==> src/rtl/sdl_pkg.sv <==
package sdl_pkg;
  localparam int FRAME_BITS = 12;
  localparam int WIN_BITS   = 16;
  localparam int START_WIN  = 4;
  localparam int IDX_W      = $clog2(WIN_BITS);

  typedef enum logic [1:0] {OP_SEND = 2'd0, OP_RECV = 2'd1, OP_PRE = 2'd2, OP_LINK = 2'd3} op_e;
  typedef enum logic [2:0] {E_OK = 3'd0, E_NOSTART = 3'd1, E_PARITY = 3'd2,
                            E_STOP = 3'd3, E_LINK = 3'd4} err_e;
endpackage

==> src/rtl/sdl_tick.sv <==
module sdl_tick #(
  parameter int DIV_W = 8
) (
  input  logic             clk,
  input  logic             rst_n,
  input  logic             run,
  input  logic [DIV_W-1:0] limit,
  output logic             tick
);
  logic [DIV_W-1:0] cnt_q;

  always_ff @(posedge clk or negedge rst_n) begin
    if (!rst_n)                    cnt_q <= '0;
    else if (!run || cnt_q == limit) cnt_q <= '0;
    else                           cnt_q <= cnt_q + 1'b1;
  end

  assign tick = run && (cnt_q == limit);
endmodule

==> src/rtl/sdl_encode.sv <==
module sdl_encode
  import sdl_pkg::*;
(
  input  logic [1:0]          op,
  input  logic [7:0]          data,
  output logic [WIN_BITS-1:0] pattern,
  output logic [IDX_W:0]      nbits
);
  always_comb begin
    pattern = '1;
    nbits   = (IDX_W+1)'(WIN_BITS);
    unique case (op_e'(op))
      OP_SEND: begin
        pattern[0]   = 1'b0;
        pattern[8:1] = data;
        pattern[9]   = ^data;
        nbits        = (IDX_W+1)'(FRAME_BITS);
      end
      OP_LINK: begin
        pattern[0] = 1'b0;
        nbits      = (IDX_W+1)'(2);
      end
      default: ;
    endcase
  end
endmodule

==> src/rtl/sdl_decode.sv <==
module sdl_decode
  import sdl_pkg::*;
(
  input  logic [1:0]          op,
  input  logic [WIN_BITS-1:0] samp,
  output logic [7:0]          data,
  output logic [2:0]          err
);
  logic [IDX_W-1:0]    pos;
  logic                found;
  logic [WIN_BITS-1:0] aligned;

  always_comb begin
    found = 1'b0;
    pos   = '0;
    for (int p = START_WIN - 1; p >= 0; p--) begin
      if (!samp[p]) begin
        found = 1'b1;
        pos   = IDX_W'(p);
      end
    end
  end

  assign aligned = samp >> pos;

  always_comb begin
    data = 8'h00;
    err  = E_OK;
    if (op_e'(op) == OP_LINK) begin
      if (samp[0] || !samp[1]) err = E_LINK;
    end else if (!found) begin
      err = E_NOSTART;
    end else begin
      data = aligned[8:1];
      if (aligned[9] != ^aligned[8:1])       err = E_PARITY;
      else if (!aligned[10] || !aligned[11]) err = E_STOP;
    end
  end
endmodule

==> src/rtl/sdl_xcvr.sv <==
module sdl_xcvr
  import sdl_pkg::*;
#(
  parameter int DIV_W = 8
) (
  input  logic             clk,
  input  logic             rst_n,
  input  logic [DIV_W-1:0] half_div,
  input  logic             cmd_valid,
  output logic             cmd_ready,
  input  logic [1:0]       cmd_op,
  input  logic [7:0]       cmd_data,
  output logic             sck_o,
  output logic             line_o,
  input  logic             line_i,
  output logic             rsp_valid,
  output logic [7:0]       rsp_data,
  output logic [2:0]       rsp_err
);
  typedef enum logic [1:0] {S_IDLE, S_LOW, S_HIGH, S_DONE} st_e;

  st_e                 st_q;
  logic [1:0]          op_q;
  logic [WIN_BITS-1:0] pat_q, samp_q, enc_pat;
  logic [IDX_W:0]      nbits_q, enc_nbits;
  logic [IDX_W-1:0]    idx_q;
  logic                tick, running, last_bit;
  logic [7:0]          dec_data;
  logic [2:0]          dec_err;

  sdl_encode u_enc (.op(cmd_op), .data(cmd_data), .pattern(enc_pat), .nbits(enc_nbits));
  sdl_decode u_dec (.op(op_q), .samp(samp_q), .data(dec_data), .err(dec_err));

  assign running = (st_q == S_LOW) || (st_q == S_HIGH);
  sdl_tick #(.DIV_W(DIV_W)) u_tick (
    .clk(clk), .rst_n(rst_n), .run(running), .limit(half_div), .tick(tick)
  );

  assign last_bit = ({1'b0, idx_q} == nbits_q - 1'b1);

  always_ff @(posedge clk or negedge rst_n) begin
    if (!rst_n) begin
      st_q      <= S_IDLE;
      op_q      <= OP_SEND;
      pat_q     <= '1;
      samp_q    <= '1;
      nbits_q   <= '0;
      idx_q     <= '0;
      rsp_valid <= 1'b0;
      rsp_data  <= 8'h00;
      rsp_err   <= E_OK;
    end else begin
      rsp_valid <= 1'b0;
      unique case (st_q)
        S_IDLE: if (cmd_valid) begin
          op_q    <= cmd_op;
          pat_q   <= enc_pat;
          nbits_q <= enc_nbits;
          idx_q   <= '0;
          samp_q  <= '1;
          st_q    <= S_LOW;
        end
        S_LOW: if (tick) st_q <= S_HIGH;
        S_HIGH: if (tick) begin
          samp_q[idx_q] <= line_i;
          if (last_bit) st_q <= S_DONE;
          else begin
            idx_q <= idx_q + 1'b1;
            st_q  <= S_LOW;
          end
        end
        S_DONE: begin
          rsp_valid <= (op_e'(op_q) == OP_RECV) || (op_e'(op_q) == OP_LINK);
          rsp_data  <= dec_data;
          rsp_err   <= dec_err;
          st_q      <= S_IDLE;
        end
        default: st_q <= S_IDLE;
      endcase
    end
  end

  assign cmd_ready = (st_q == S_IDLE);
  assign sck_o     = (st_q == S_HIGH);
  assign line_o    = running ? pat_q[idx_q] : 1'b1;
endmodule

==> config.mk <==
export PLATFORM = sky130hd
export DESIGN_NAME = sdl_xcvr
export DESIGN_NICKNAME = d
export VERILOG_FILES = /design/src/rtl/sdl_pkg.sv /design/src/rtl/sdl_tick.sv /design/src/rtl/sdl_encode.sv /design/src/rtl/sdl_decode.sv /design/src/rtl/sdl_xcvr.sv
export SDC_FILE = /design/constraint.sdc
export NUM_CORES = 1
export LEC_CHECK = 0
export CAP_MARGIN = 10
export CORE_ASPECT_RATIO = 1.25
export CORE_MARGIN = 8
export CORE_UTILIZATION = 45
export CTS_CLUSTER_DIAMETER = 30
export DETAILED_ROUTE_END_ITERATION = 12
export DONT_BUFFER_PORTS = 1
export PLACE_DENSITY_LB_ADDON = 0.15
export SYNTH_ARGS = -nofsm -noshare
export SYNTH_HDL_FRONTEND = slang
export SYNTH_SLANG_ARGS = --single-unit
==> constraint.sdc <==
create_clock -name clk -period 3 [get_ports clk]
set_clock_uncertainty 0.1 [all_clocks]
set_input_delay 0.3 -clock clk [delete_from_list [all_inputs] [get_ports clk]]
set_output_delay 0.3 -clock clk [all_outputs]
set_load 0.02 [all_outputs]
==> results of run 1 <==
==> final cells by class <==
type,instances,area (µm²)
clock buffers,6,82.58
multi-input cells,273,1902
inverters,15,56.30
clock inverters,2,13.76
fillers,734,3974
flip-flops and latches,56,1433
repair buffers,7,77.57
well taps,95,118.9
==> logic make-up (layout without fill, tap and decap cells) <==
family          after synthesis  after routing  share of synthesized area
buf+inv                      33             30                    0.04240
fa+ha+maj                    14             14                    0.05031
compound gates               59             59                     0.1154
flops                        56             56                     0.4114
xor+xnor                     29             29                    0.07689
simple gates                137            137                     0.1919
mux                          34             34                     0.1117
==> report_power, final <==
part	total, mW	internal, mW	switching [mW]
Clock	0.444	0.190	0.254
Combinational	1.09	0.451	0.637
Sequential	1.32	1.03	0.291
==> per-layer routing <==
metal,routed length (µm),GRT usage,part of all wire
met1,3221,0.1749,0.42
met2,3830,0.2533,0.50
met3,412,0.03543,0.054
met4,178,0.06576,0.023
met5,0,0,0
==> path summary, 6_finish.rpt <==
path,startpoint,to,depth (start not counted)
max in group asynchronous,rst_n,samp_q[2]$_DFFE_PN1P_,2
hold reg to reg,pat_q[0]$_DFFE_PN1P_,pat_q[0]$_DFFE_PN1P_,2
setup / recovery,samp_q[2]$_DFFE_PN1P_,rsp_err[0]$_DFFE_PN0P_,7
hold / removal,line_i,samp_q[4]$_DFFE_PN1P_,2
min in group asynchronous,rst_n,rsp_data[3]$_DFFE_PN0P_,2
setup reg to reg,samp_q[2]$_DFFE_PN1P_,rsp_err[0]$_DFFE_PN0P_,7
==> Yosys cell counts (7+ instances only) <==
cell / n
sky130_fd_sc_hd__nor2b_1: 13
sky130_fd_sc_hd__dfstp_2: 25
sky130_fd_sc_hd__mux2i_1: 25
sky130_fd_sc_hd__a21oi_1: 11
sky130_fd_sc_hd__and3_1: 7
sky130_fd_sc_hd__xnor2_1: 11
sky130_fd_sc_hd__inv_1: 13
sky130_fd_sc_hd__buf_2: 7
sky130_fd_sc_hd__nand3_1: 25
sky130_fd_sc_hd__o21ai_0: 17
sky130_fd_sc_hd__dfrtp_1: 31
sky130_fd_sc_hd__nor2_1: 18
sky130_fd_sc_hd__clkbuf_1: 9
sky130_fd_sc_hd__ha_1: 14
sky130_fd_sc_hd__xor2_1: 17
sky130_fd_sc_hd__nand2_1: 51
==> what timing repair did <==
action                    4_1_cts  5_1_grt
buffers inserted                0        0
hold buffers                    2        1
hold endpoints to repair       56        1
==> state kept, by name (all words and copies together) (netlist names) <==
signal,count
samp_q,15
rsp_data,8
st_q,2
rsp_err,3
idx_q,4
u_tick.cnt_q,8
pat_q,10
rsp_valid,1
op_q,2
nbits_q,3
==> cell usage in the layout (no fill, tap or decap), types with 2 or more instances in the layout <==
master                           n
sky130_fd_sc_hd__mux2i_1        25
sky130_fd_sc_hd__ha_1           14
sky130_fd_sc_hd__and3_1          7
sky130_fd_sc_hd__o21ai_0        17
sky130_fd_sc_hd__a211oi_1        5
sky130_fd_sc_hd__a21oi_1        11
sky130_fd_sc_hd__nor2b_1        13
sky130_fd_sc_hd__a32o_1          2
sky130_fd_sc_hd__or4_1           2
sky130_fd_sc_hd__nor3_1          3
sky130_fd_sc_hd__o2bb2ai_1       3
sky130_fd_sc_hd__xor2_1         17
sky130_fd_sc_hd__nor2_1         18
sky130_fd_sc_hd__o211ai_1        3
sky130_fd_sc_hd__dfstp_2        25
sky130_fd_sc_hd__dlygate4sd3_1   2
sky130_fd_sc_hd__mux4_2          3
sky130_fd_sc_hd__a22o_1          2
sky130_fd_sc_hd__nand3_1        25
sky130_fd_sc_hd__nand2_1        51
sky130_fd_sc_hd__o2111ai_1       2
sky130_fd_sc_hd__inv_1          13
sky130_fd_sc_hd__clkbuf_8        6
sky130_fd_sc_hd__buf_4           4
sky130_fd_sc_hd__o31ai_1         2
sky130_fd_sc_hd__nand2b_1        5
sky130_fd_sc_hd__mux2_2          5
sky130_fd_sc_hd__nand4_1         5
sky130_fd_sc_hd__dfrtp_1        31
sky130_fd_sc_hd__xnor2_1        11
==> worst max-delay path: cells and delay by family, from the launching register on <==
family	cells	cell delay [ns]
simple gates	3	0.83
flops	1	0.66
xor+xnor	2	0.38
compound gates	1	0.33
mux	1	0.31
==> through the flow <==
step	area, µm²	hold WS, ns	std cells	util	total power, mW
finish	3684	0.01315	454	0.4810	2.849
global route	3684	0.003266	454	0.4810	3.108
CTS	3674	0.003627	453	0.4797	2.895
detailed placement	3540	-0.09233	443	0.4623	2.414
global placement	3540	-0.09181	443	0.4623	2.396
floorplan	3482	-0.09559	362	-	2.163
==> results.cfg, run 1 <==
[global_routing]
grt_first_pass_wirelength_mm = 12.83
grt_util_all_layers = 0.1500
via_count_of_the_first_global_routing_pass = 2554
pin_count_of_the_biggest_net_entering_global_routing = 57
globalRouteOverflowTotal = 0
grt_antenna_before_repair = 0

[yosys]
netlist_area_um2 = 3482
synth_enable_flop_cells = 0
area_fraction_of_the_dominant_cell_type_after_synthesis = 0.2228
netlist-cell-type-count = 54
synth_sequential_area_ratio = 0.4114
synth.ff_latch_count = 56
post_synth.cell_area_avg_um2 = 9.619
synth_warnings = 0
syn-instance-count = 362
synthDominantAreaCellType = sky130_fd_sc_hd__dfrtp_1
synthTopCellsByArea = sky130_fd_sc_hd__dfrtp_1, sky130_fd_sc_hd__dfstp_2, sky130_fd_sc_hd__mux2i_1
syn_nets = 398
synth_async_sr_flop_share = 1.000
synth_top_flop_cell = sky130_fd_sc_hd__dfrtp_1

[die]
die_w_um = 94.68
dieArea_um2 = 10830
design.portCount = 37
fp.dieH_um = 114.4
row_count = 36
core_area_um2 = 7657
initial_utilization = 0.4547

[worst_setup_path]
timing.critical_path.slowest_stage_cell = sky130_fd_sc_hd__dfstp_2
cell_chain_of_the_critical_path = nor2b_4, mux2_4, a311oi_2, xnor2_1, xor2_1, or4_1, nand3_1
worstSetupStartpointType = register
reg2reg_setup_slack_ns = 0.33
cp_endpoint_kind = register
crit_required_ns = 3.15
crit_arrival_ns = 2.82
critical_path_class = reg -> reg
cp_max_fo = 13
crit_path_largest_cell_delay_ns = 0.66

[sta]
postLayoutSetupSlackWorst_ns = 0.3315
final_min_period_over_clock_period = 0.8895
timing_worst_slew_pin_value_ns = 0.7250
final.min_clock_period_ns = 2.669
timing.final.setup_violations = 0
report.final.hold_viol_count = 0
timing.fmax_mhz = 374.7
final_number_of_max_transition_violations = 0
grt_setup_unrepaired = no
max_slew_margin = 0.5116
fin_setup_tns_ns = 0

[route]
drt-vias-per-instance = 5.557
ant_nets = 0
first_pass_iters = 4
routed_wirelength_mm = 7.642
drt-wirelength-per-cell_um = 16.83
drc_errors = 0
dr_total_vias = 2523
drtIter0Drc = 87

[placement]
detailedPlace.worstSlack_ns = 0.3498
place.port_buffers = 0
routabilityCongestion = 0.8327
detailedPlacementHpwl_mm = 5.609

[clock_tree]
cts_made_buffers = 5
cts.htree.levels = 2
clk_root_buffer_cell = sky130_fd_sc_hd__clkbuf_8
tritoncts = built
cts.clk_slew.worst_paths_ns = 0.10
cts_num_sinks = 56
ctsLongestPathBuffers = 2
worst_skew_pair.late_latency_ns = 0.31
post_cts_resized = 0

[final_layout]
antenna_cells_inserted = 0
area_delta_synth_final_pct = 5.785
layout-drive-gt1-share = 0.1476
final_net_count = 394

[pwr]
powerDensity_nw_per_um2 = 773.5
peakVddDrop_uv = 516.7
power.static_leakage_nw = 1.649

[status]
status = completed

[worst_hold_path]
hold_path.class = in -> reg

[run]
maxCapViolCount = 0
(Power assumes the default switching activity.)
==> inputs of run 2 (changes only) <==
==> constraint.sdc (replaced) <==
create_clock -name clk -period 3 [get_ports clk]
set_clock_uncertainty 0.1 [all_clocks]
set_input_delay 0.3 -clock clk [delete_from_list [all_inputs] [get_ports clk]]
set_output_delay 0.3 -clock clk [all_outputs]
set_load 0.005 [all_outputs]
==> results.cfg, run 2 (synthesis gave the netlist of run 1 again) <==
[status]
status = completed

[die]
initial_utilization = 0.4547
core_area_um2 = 7657
design.portCount = 37
row_count = 36
dieArea_um2 = 10830
fp.dieH_um = 114.4
die_w_um = 94.68

[final_layout]
final_net_count = 394
layout.core_utilization = 0.4786
largest_register_ffs = 15
max_flop_register = samp_q
largest_regs = samp_q x15, pat_q x10
final_cell_mix = sky130_fd_sc_hd__nand2_1, sky130_fd_sc_hd__dfrtp_1, sky130_fd_sc_hd__nand3_1, sky130_fd_sc_hd__mux2i_1, sky130_fd_sc_hd__dfstp_2
mostFrequentLayoutCell = sky130_fd_sc_hd__nand2_1
n_fill_cell = 743
final_cell_area_um2 = 3665
layout-drive-gt1-share = 0.1425
area_delta_synth_final_pct = 5.246
antenna_cells_inserted = 0

[worst_setup_path]
cp_max_fo = 13
critical_path_class = reg -> reg
crit_required_ns = 3.15
r2r-end = rsp_err[0]$_DFFE_PN0P_
worstSetupStartpointType = register
critical_path.reg2reg.startpoint = samp_q[2]$_DFFE_PN1P_
reg2regPathDepth = 7
crit_arrival_ns = 2.84
cp_endpoint_kind = register
reg2reg_setup_slack_ns = 0.32

[sta]
timing.final.setup_violations = 0
timing.fmax_mhz = 372.5
postLayoutSetupSlackWorst_ns = 0.3151
final_number_of_max_transition_violations = 0
timing_worst_slew_pin_value_ns = 0.4939
max_slew_margin = 0.6682
report.final.hold_viol_count = 0
final_min_period_over_clock_period = 0.8950
final.min_clock_period_ns = 2.685
fin_setup_tns_ns = 0
grt_setup_unrepaired = no

[global_routing]
grt_antenna_before_repair = 0
globalRouteOverflowTotal = 0
grt_first_pass_wirelength_mm = 13.22
grt_util_all_layers = 0.1536
via_count_of_the_first_global_routing_pass = 2725
pin_count_of_the_biggest_net_entering_global_routing = 57

[route]
routed_wirelength_mm = 7.726
drtIter0Drc = 104
drc_errors = 0
ant_nets = 0
first_pass_iters = 5
dr_total_vias = 2532
drt-vias-per-instance = 5.589
drt-wirelength-per-cell_um = 17.06

[worst_hold_path]
hold-path-endpoint = pat_q[0]$_DFFE_PN1P_
hold_path.class = in -> reg
timing.hold.worst_path_depth = 2
worst_hold_launch = cmd_valid

[clock_tree]
clk_root_buffer_cell = sky130_fd_sc_hd__clkbuf_8
cts_made_buffers = 5
tritoncts = built
ctsLongestPathBuffers = 2
cts.htree.levels = 2
worst_skew_pair.late_latency_ns = 0.31
cts.clk_slew.worst_paths_ns = 0.10
post_cts_resized = 0
cts_num_sinks = 56

[pwr]
powerDensity_nw_per_um2 = 739.7
power.static_leakage_nw = 1.639
peakVddDrop_uv = 356.9

[placement]
area_after_dpl_um2 = 3540
detailedPlacementHpwl_mm = 5.671
detailedPlace.worstSlack_ns = 0.3456
routabilityCongestion = 0.8325
place.port_buffers = 0

[run]
maxCapViolCount = 0
## run 2: changes by cell type in the layout (fill, tap and decap cells not counted)
cell | before | now
sky130_fd_sc_hd__clkbuf_8 | 6 | 5
sky130_fd_sc_hd__clkbuf_1 | 0 | 1
sky130_fd_sc_hd__inv_6 | 1 | 0
## run 2: layer usage
metal  share of wire  vias up  GRT usage  wire, µm
met5               0        -          0         0
met4           0.027        0    0.07516       207
met3           0.049       16    0.03543       377
met2            0.51       57     0.2639      3949
met1            0.41     1206     0.1725      3192
li1                -     1253          -         -
## run 2: worst max path at each step
| stage | startpoint | end | slack (ns) | cells after the start |
|---|---|---|---|---|
| 2_1_floorplan | samp_q[2]$_DFFE_PN1P_ | rsp_err[0]$_DFFE_PN0P_ | 0.63 | 7 |
| 6_report | samp_q[2]$_DFFE_PN1P_ | rsp_err[0]$_DFFE_PN0P_ | 0.32 | 7 |
| 5_1_grt | samp_q[2]$_DFFE_PN1P_ | rsp_err[0]$_DFFE_PN0P_ | 0.19 | 7 |
| 4_1_cts | samp_q[2]$_DFFE_PN1P_ | rsp_err[0]$_DFFE_PN0P_ | 0.31 | 7 |
| 3_3_place_gp | samp_q[2]$_DFFE_PN1P_ | rsp_err[0]$_DFFE_PN0P_ | 0.39 | 7 |
| 3_5_place_dp | samp_q[2]$_DFFE_PN1P_ | rsp_err[0]$_DFFE_PN0P_ | 0.35 | 7 |
## run 2: critical path: stages (launching register included)
cell and delay [ns]:
sky130_fd_sc_hd__dfstp_2 0.66, sky130_fd_sc_hd__nor2b_4 0.20, sky130_fd_sc_hd__mux2_4 0.31, sky130_fd_sc_hd__a311oi_2 0.33
sky130_fd_sc_hd__xnor2_1 0.26, sky130_fd_sc_hd__xor2_1 0.14, sky130_fd_sc_hd__or4_1 0.54, sky130_fd_sc_hd__nand3_1 0.09
## run 2: cell type report
cell class | instances | area, µm² | share of cell area
multi-input cells | 273 | 1902 | 0.5189
inverters | 15 | 56.30 | 0.01536
clock inverters | 1 | 5.005 | 0.001366
repair buffers | 7 | 77.57 | 0.02117
flip-flops and latches | 56 | 1433 | 0.3909
well taps | 95 | 118.9 | 0.03243
clock buffers | 6 | 72.57 | 0.01980
## run 2: power breakdown
part | internal, mW | switching, mW
logic | 0.449 | 0.606
clock network | 0.160 | 0.243
registers | 1.03 | 0.225
total | 1.64 | 1.07
## run 2: timing repair
action / 4_1_cts / 5_1_grt
buffers inserted: 0 / 0
hold endpoints to repair: 56 / 1
hold buffers: 2 / 1
## run 2: stage by stage
step	hold slack (ns)	instances	total power, mW
after floorplan	-0.09559	362	2.063
after global placement	-0.09165	443	2.299
after detailed placement	-0.09200	443	2.319
after CTS	0.007843	452	2.752
after global routing	0.007923	453	2.961
final	0.02076	453	2.711
==> inputs of run 3 (changes only) <==
--- a/config.mk
+++ b/config.mk
@@ -5,13 +5,13 @@
 export SDC_FILE = /design/constraint.sdc
 export NUM_CORES = 1
 export LEC_CHECK = 0
+export BUFFER_PORTS_ARGS = -buffer_cell sky130_fd_sc_hd__buf_4
 export CAP_MARGIN = 10
 export CORE_ASPECT_RATIO = 1.25
 export CORE_MARGIN = 8
 export CORE_UTILIZATION = 45
 export CTS_CLUSTER_DIAMETER = 30
 export DETAILED_ROUTE_END_ITERATION = 12
-export DONT_BUFFER_PORTS = 1
 export PLACE_DENSITY_LB_ADDON = 0.15
 export SYNTH_ARGS = -nofsm -noshare
 export SYNTH_HDL_FRONTEND = slang
==> results.cfg, run 3 (synthesis gave the netlist of run 1 again) <==
[worst_setup_path]
worstSetupStartpointType = register
reg2reg_setup_slack_ns = 0.24
timing.critical_path.slowest_stage_cell = sky130_fd_sc_hd__dfstp_2
reg2regPathDepth = 7
crit_path_largest_cell_delay_ns = 0.66
cp_endpoint_kind = register
critical_path_class = reg -> reg
cp_max_fo = 13
cell_chain_of_the_critical_path = nand2b_1, a21oi_2, mux2i_1, xnor3_1, o21a_1, or4_1, nand3_1
crit_arrival_ns = 2.90
crit_required_ns = 3.15
r2r-end = rsp_err[0]$_DFFE_PN0P_
critical_path.reg2reg.startpoint = samp_q[2]$_DFFE_PN1P_
worst-path-buf-inv = 0
crit_family = simple AND/OR/NAND/NOR gates

[route]
drtIter0Drc = 138
ant_nets = 0
routed_wirelength_mm = 7.713
drt-vias-per-instance = 5.436
first_pass_iters = 4
drt-wirelength-per-cell_um = 15.81
dr_total_vias = 2653
drc_errors = 0

[placement]
area_after_dpl_um2 = 3810
detailedPlacementHpwl_mm = 5.703
routabilityCongestion = 0.8517
place.port_buffers = 36

[sta]
fin_setup_tns_ns = 0
final.min_clock_period_ns = 2.756
max_slew_margin = 0.5201
grt_setup_unrepaired = no
final_min_period_over_clock_period = 0.9186
report.final.hold_viol_count = 0
timing.final.setup_violations = 0
timing.fmax_mhz = 362.9
timing_worst_slew_pin_value_ns = 0.7199
final_number_of_max_transition_violations = 0

[die]
fp.dieH_um = 114.4
row_count = 36
initial_utilization = 0.4547
core_area_um2 = 7657
design.portCount = 37
dieArea_um2 = 10830
die_w_um = 94.68

[final_layout]
final_net_count = 428
layout-drive-gt1-share = 0.2188
final_cell_mix = sky130_fd_sc_hd__nand2_1, sky130_fd_sc_hd__buf_4, sky130_fd_sc_hd__dfrtp_1
antenna_cells_inserted = 0
final_cell_area_um2 = 3904
max_flop_register = samp_q
mostFrequentLayoutCell = sky130_fd_sc_hd__nand2_1
largest_regs = samp_q x15, pat_q x10
largest_register_ffs = 15
n_fill_cell = 746
area_delta_synth_final_pct = 12.11
multi_input_area_um2 = 1902
ff_latch_area_um2 = 1433

[clock_tree]
worst_skew_pair.late_latency_ns = 0.31
cts.clk_slew.worst_paths_ns = 0.10
clk_root_buffer_cell = sky130_fd_sc_hd__clkbuf_8
tritoncts = built
ctsLongestPathBuffers = 2
cts_made_buffers = 5
cts_num_sinks = 56
postCtsSetupRepairBufs = 0
post_cts_resized = 0
cts.htree.levels = 2
cts_hold_buf = 1

[worst_hold_path]
timing.hold.worst_path_depth = 3
worst_hold_launch = cmd_valid
hold-path-endpoint = pat_q[0]$_DFFE_PN1P_
hold_path.class = in -> reg

[pwr]
internal_power_mw = 1.750
powerDensity_nw_per_um2 = 734.2
net-switching-power_mw = 1.116
share_clk_of_total_power = 0.144
power.static_leakage_nw = 1.797
pwr-share-seq = 0.431
peakVddDrop_uv = 408.0
swShare = 0.3894
combinational_cell_fraction_of_total_power = 0.425

[run]
maxCapViolCount = 0

[global_routing]
grt_first_pass_wirelength_mm = 12.90
globalRouteOverflowTotal = 0
grt_antenna_before_repair = 0
grt_util_all_layers = 0.1490
pin_count_of_the_biggest_net_entering_global_routing = 57
via_count_of_the_first_global_routing_pass = 2650

[status]
status = completed
-- run 3: tightest hold or removal path, cell delays in order --
cell,delay (ns)
sky130_fd_sc_hd__buf_4,0.12
sky130_fd_sc_hd__nand3_1,0.10
sky130_fd_sc_hd__nand2_1,0.06
-- run 3: through the flow --
step / util / hold WS [ns] / setup slack, ns / std cells / power, mW
global route: 0.5098 / 0.1657 / 0.08361 / 488 / 3.106
finish: 0.5098 / 0.1586 / 0.2442 / 488 / 2.866
floorplan: - / -0.09559 / 0.6292 / 362 / 2.063
CTS: 0.5098 / 0.1467 / 0.2579 / 488 / 2.899
detailed placement: 0.4975 / 0.3070 / 0.3067 / 479 / 2.478
global placement: 0.4975 / 0.3031 / 0.3738 / 479 / 2.448
-- run 3: metal layers --
layer  wire length (µm)  global-route usage  up-vias
li1                   -                   -     1324
met1               3451              0.1776     1278
met2               3882              0.2579       41
met3                215             0.02756       10
met4                163             0.05324        0
met5                  0                   0        -
-- run 3: worst max-delay path by stage --
stage                                startpoint                      to  cells past startpoint
after floorplan           samp_q[2]$_DFFE_PN1P_  rsp_err[0]$_DFFE_PN0P_                      7
after global placement    samp_q[2]$_DFFE_PN1P_  rsp_err[0]$_DFFE_PN0P_                      7
after detailed placement  samp_q[2]$_DFFE_PN1P_  rsp_err[0]$_DFFE_PN0P_                      7
after CTS                 samp_q[2]$_DFFE_PN1P_  rsp_err[0]$_DFFE_PN0P_                      7
after global routing      samp_q[2]$_DFFE_PN1P_  rsp_err[0]$_DFFE_PN0P_                      7
final                     samp_q[2]$_DFFE_PN1P_  rsp_err[0]$_DFFE_PN0P_                      7
-- run 3: area by class of cell --
| type | count | area share |
|---|---|---|
| Clock buffer | 6 | 0.01859 |
| Clock inverter | 2 | 0.002885 |
| Sequential cell | 56 | 0.3670 |
| Tap cell | 95 | 0.03045 |
| Timing Repair Buffer | 41 | 0.07949 |
| Multi-Input combinational cell | 273 | 0.4872 |
| Inverter | 15 | 0.01442 |
-- run 3: power groups by stage --
stage               combinational (mW)  sequential (mW)  clock [mW]
global route                      1.38             1.28       0.452
CTS                               1.23             1.24       0.428
finish                            1.22             1.24       0.413
global placement                  1.21             1.24           0
detailed placement                1.23             1.25           0
floorplan                        0.904             1.16           0
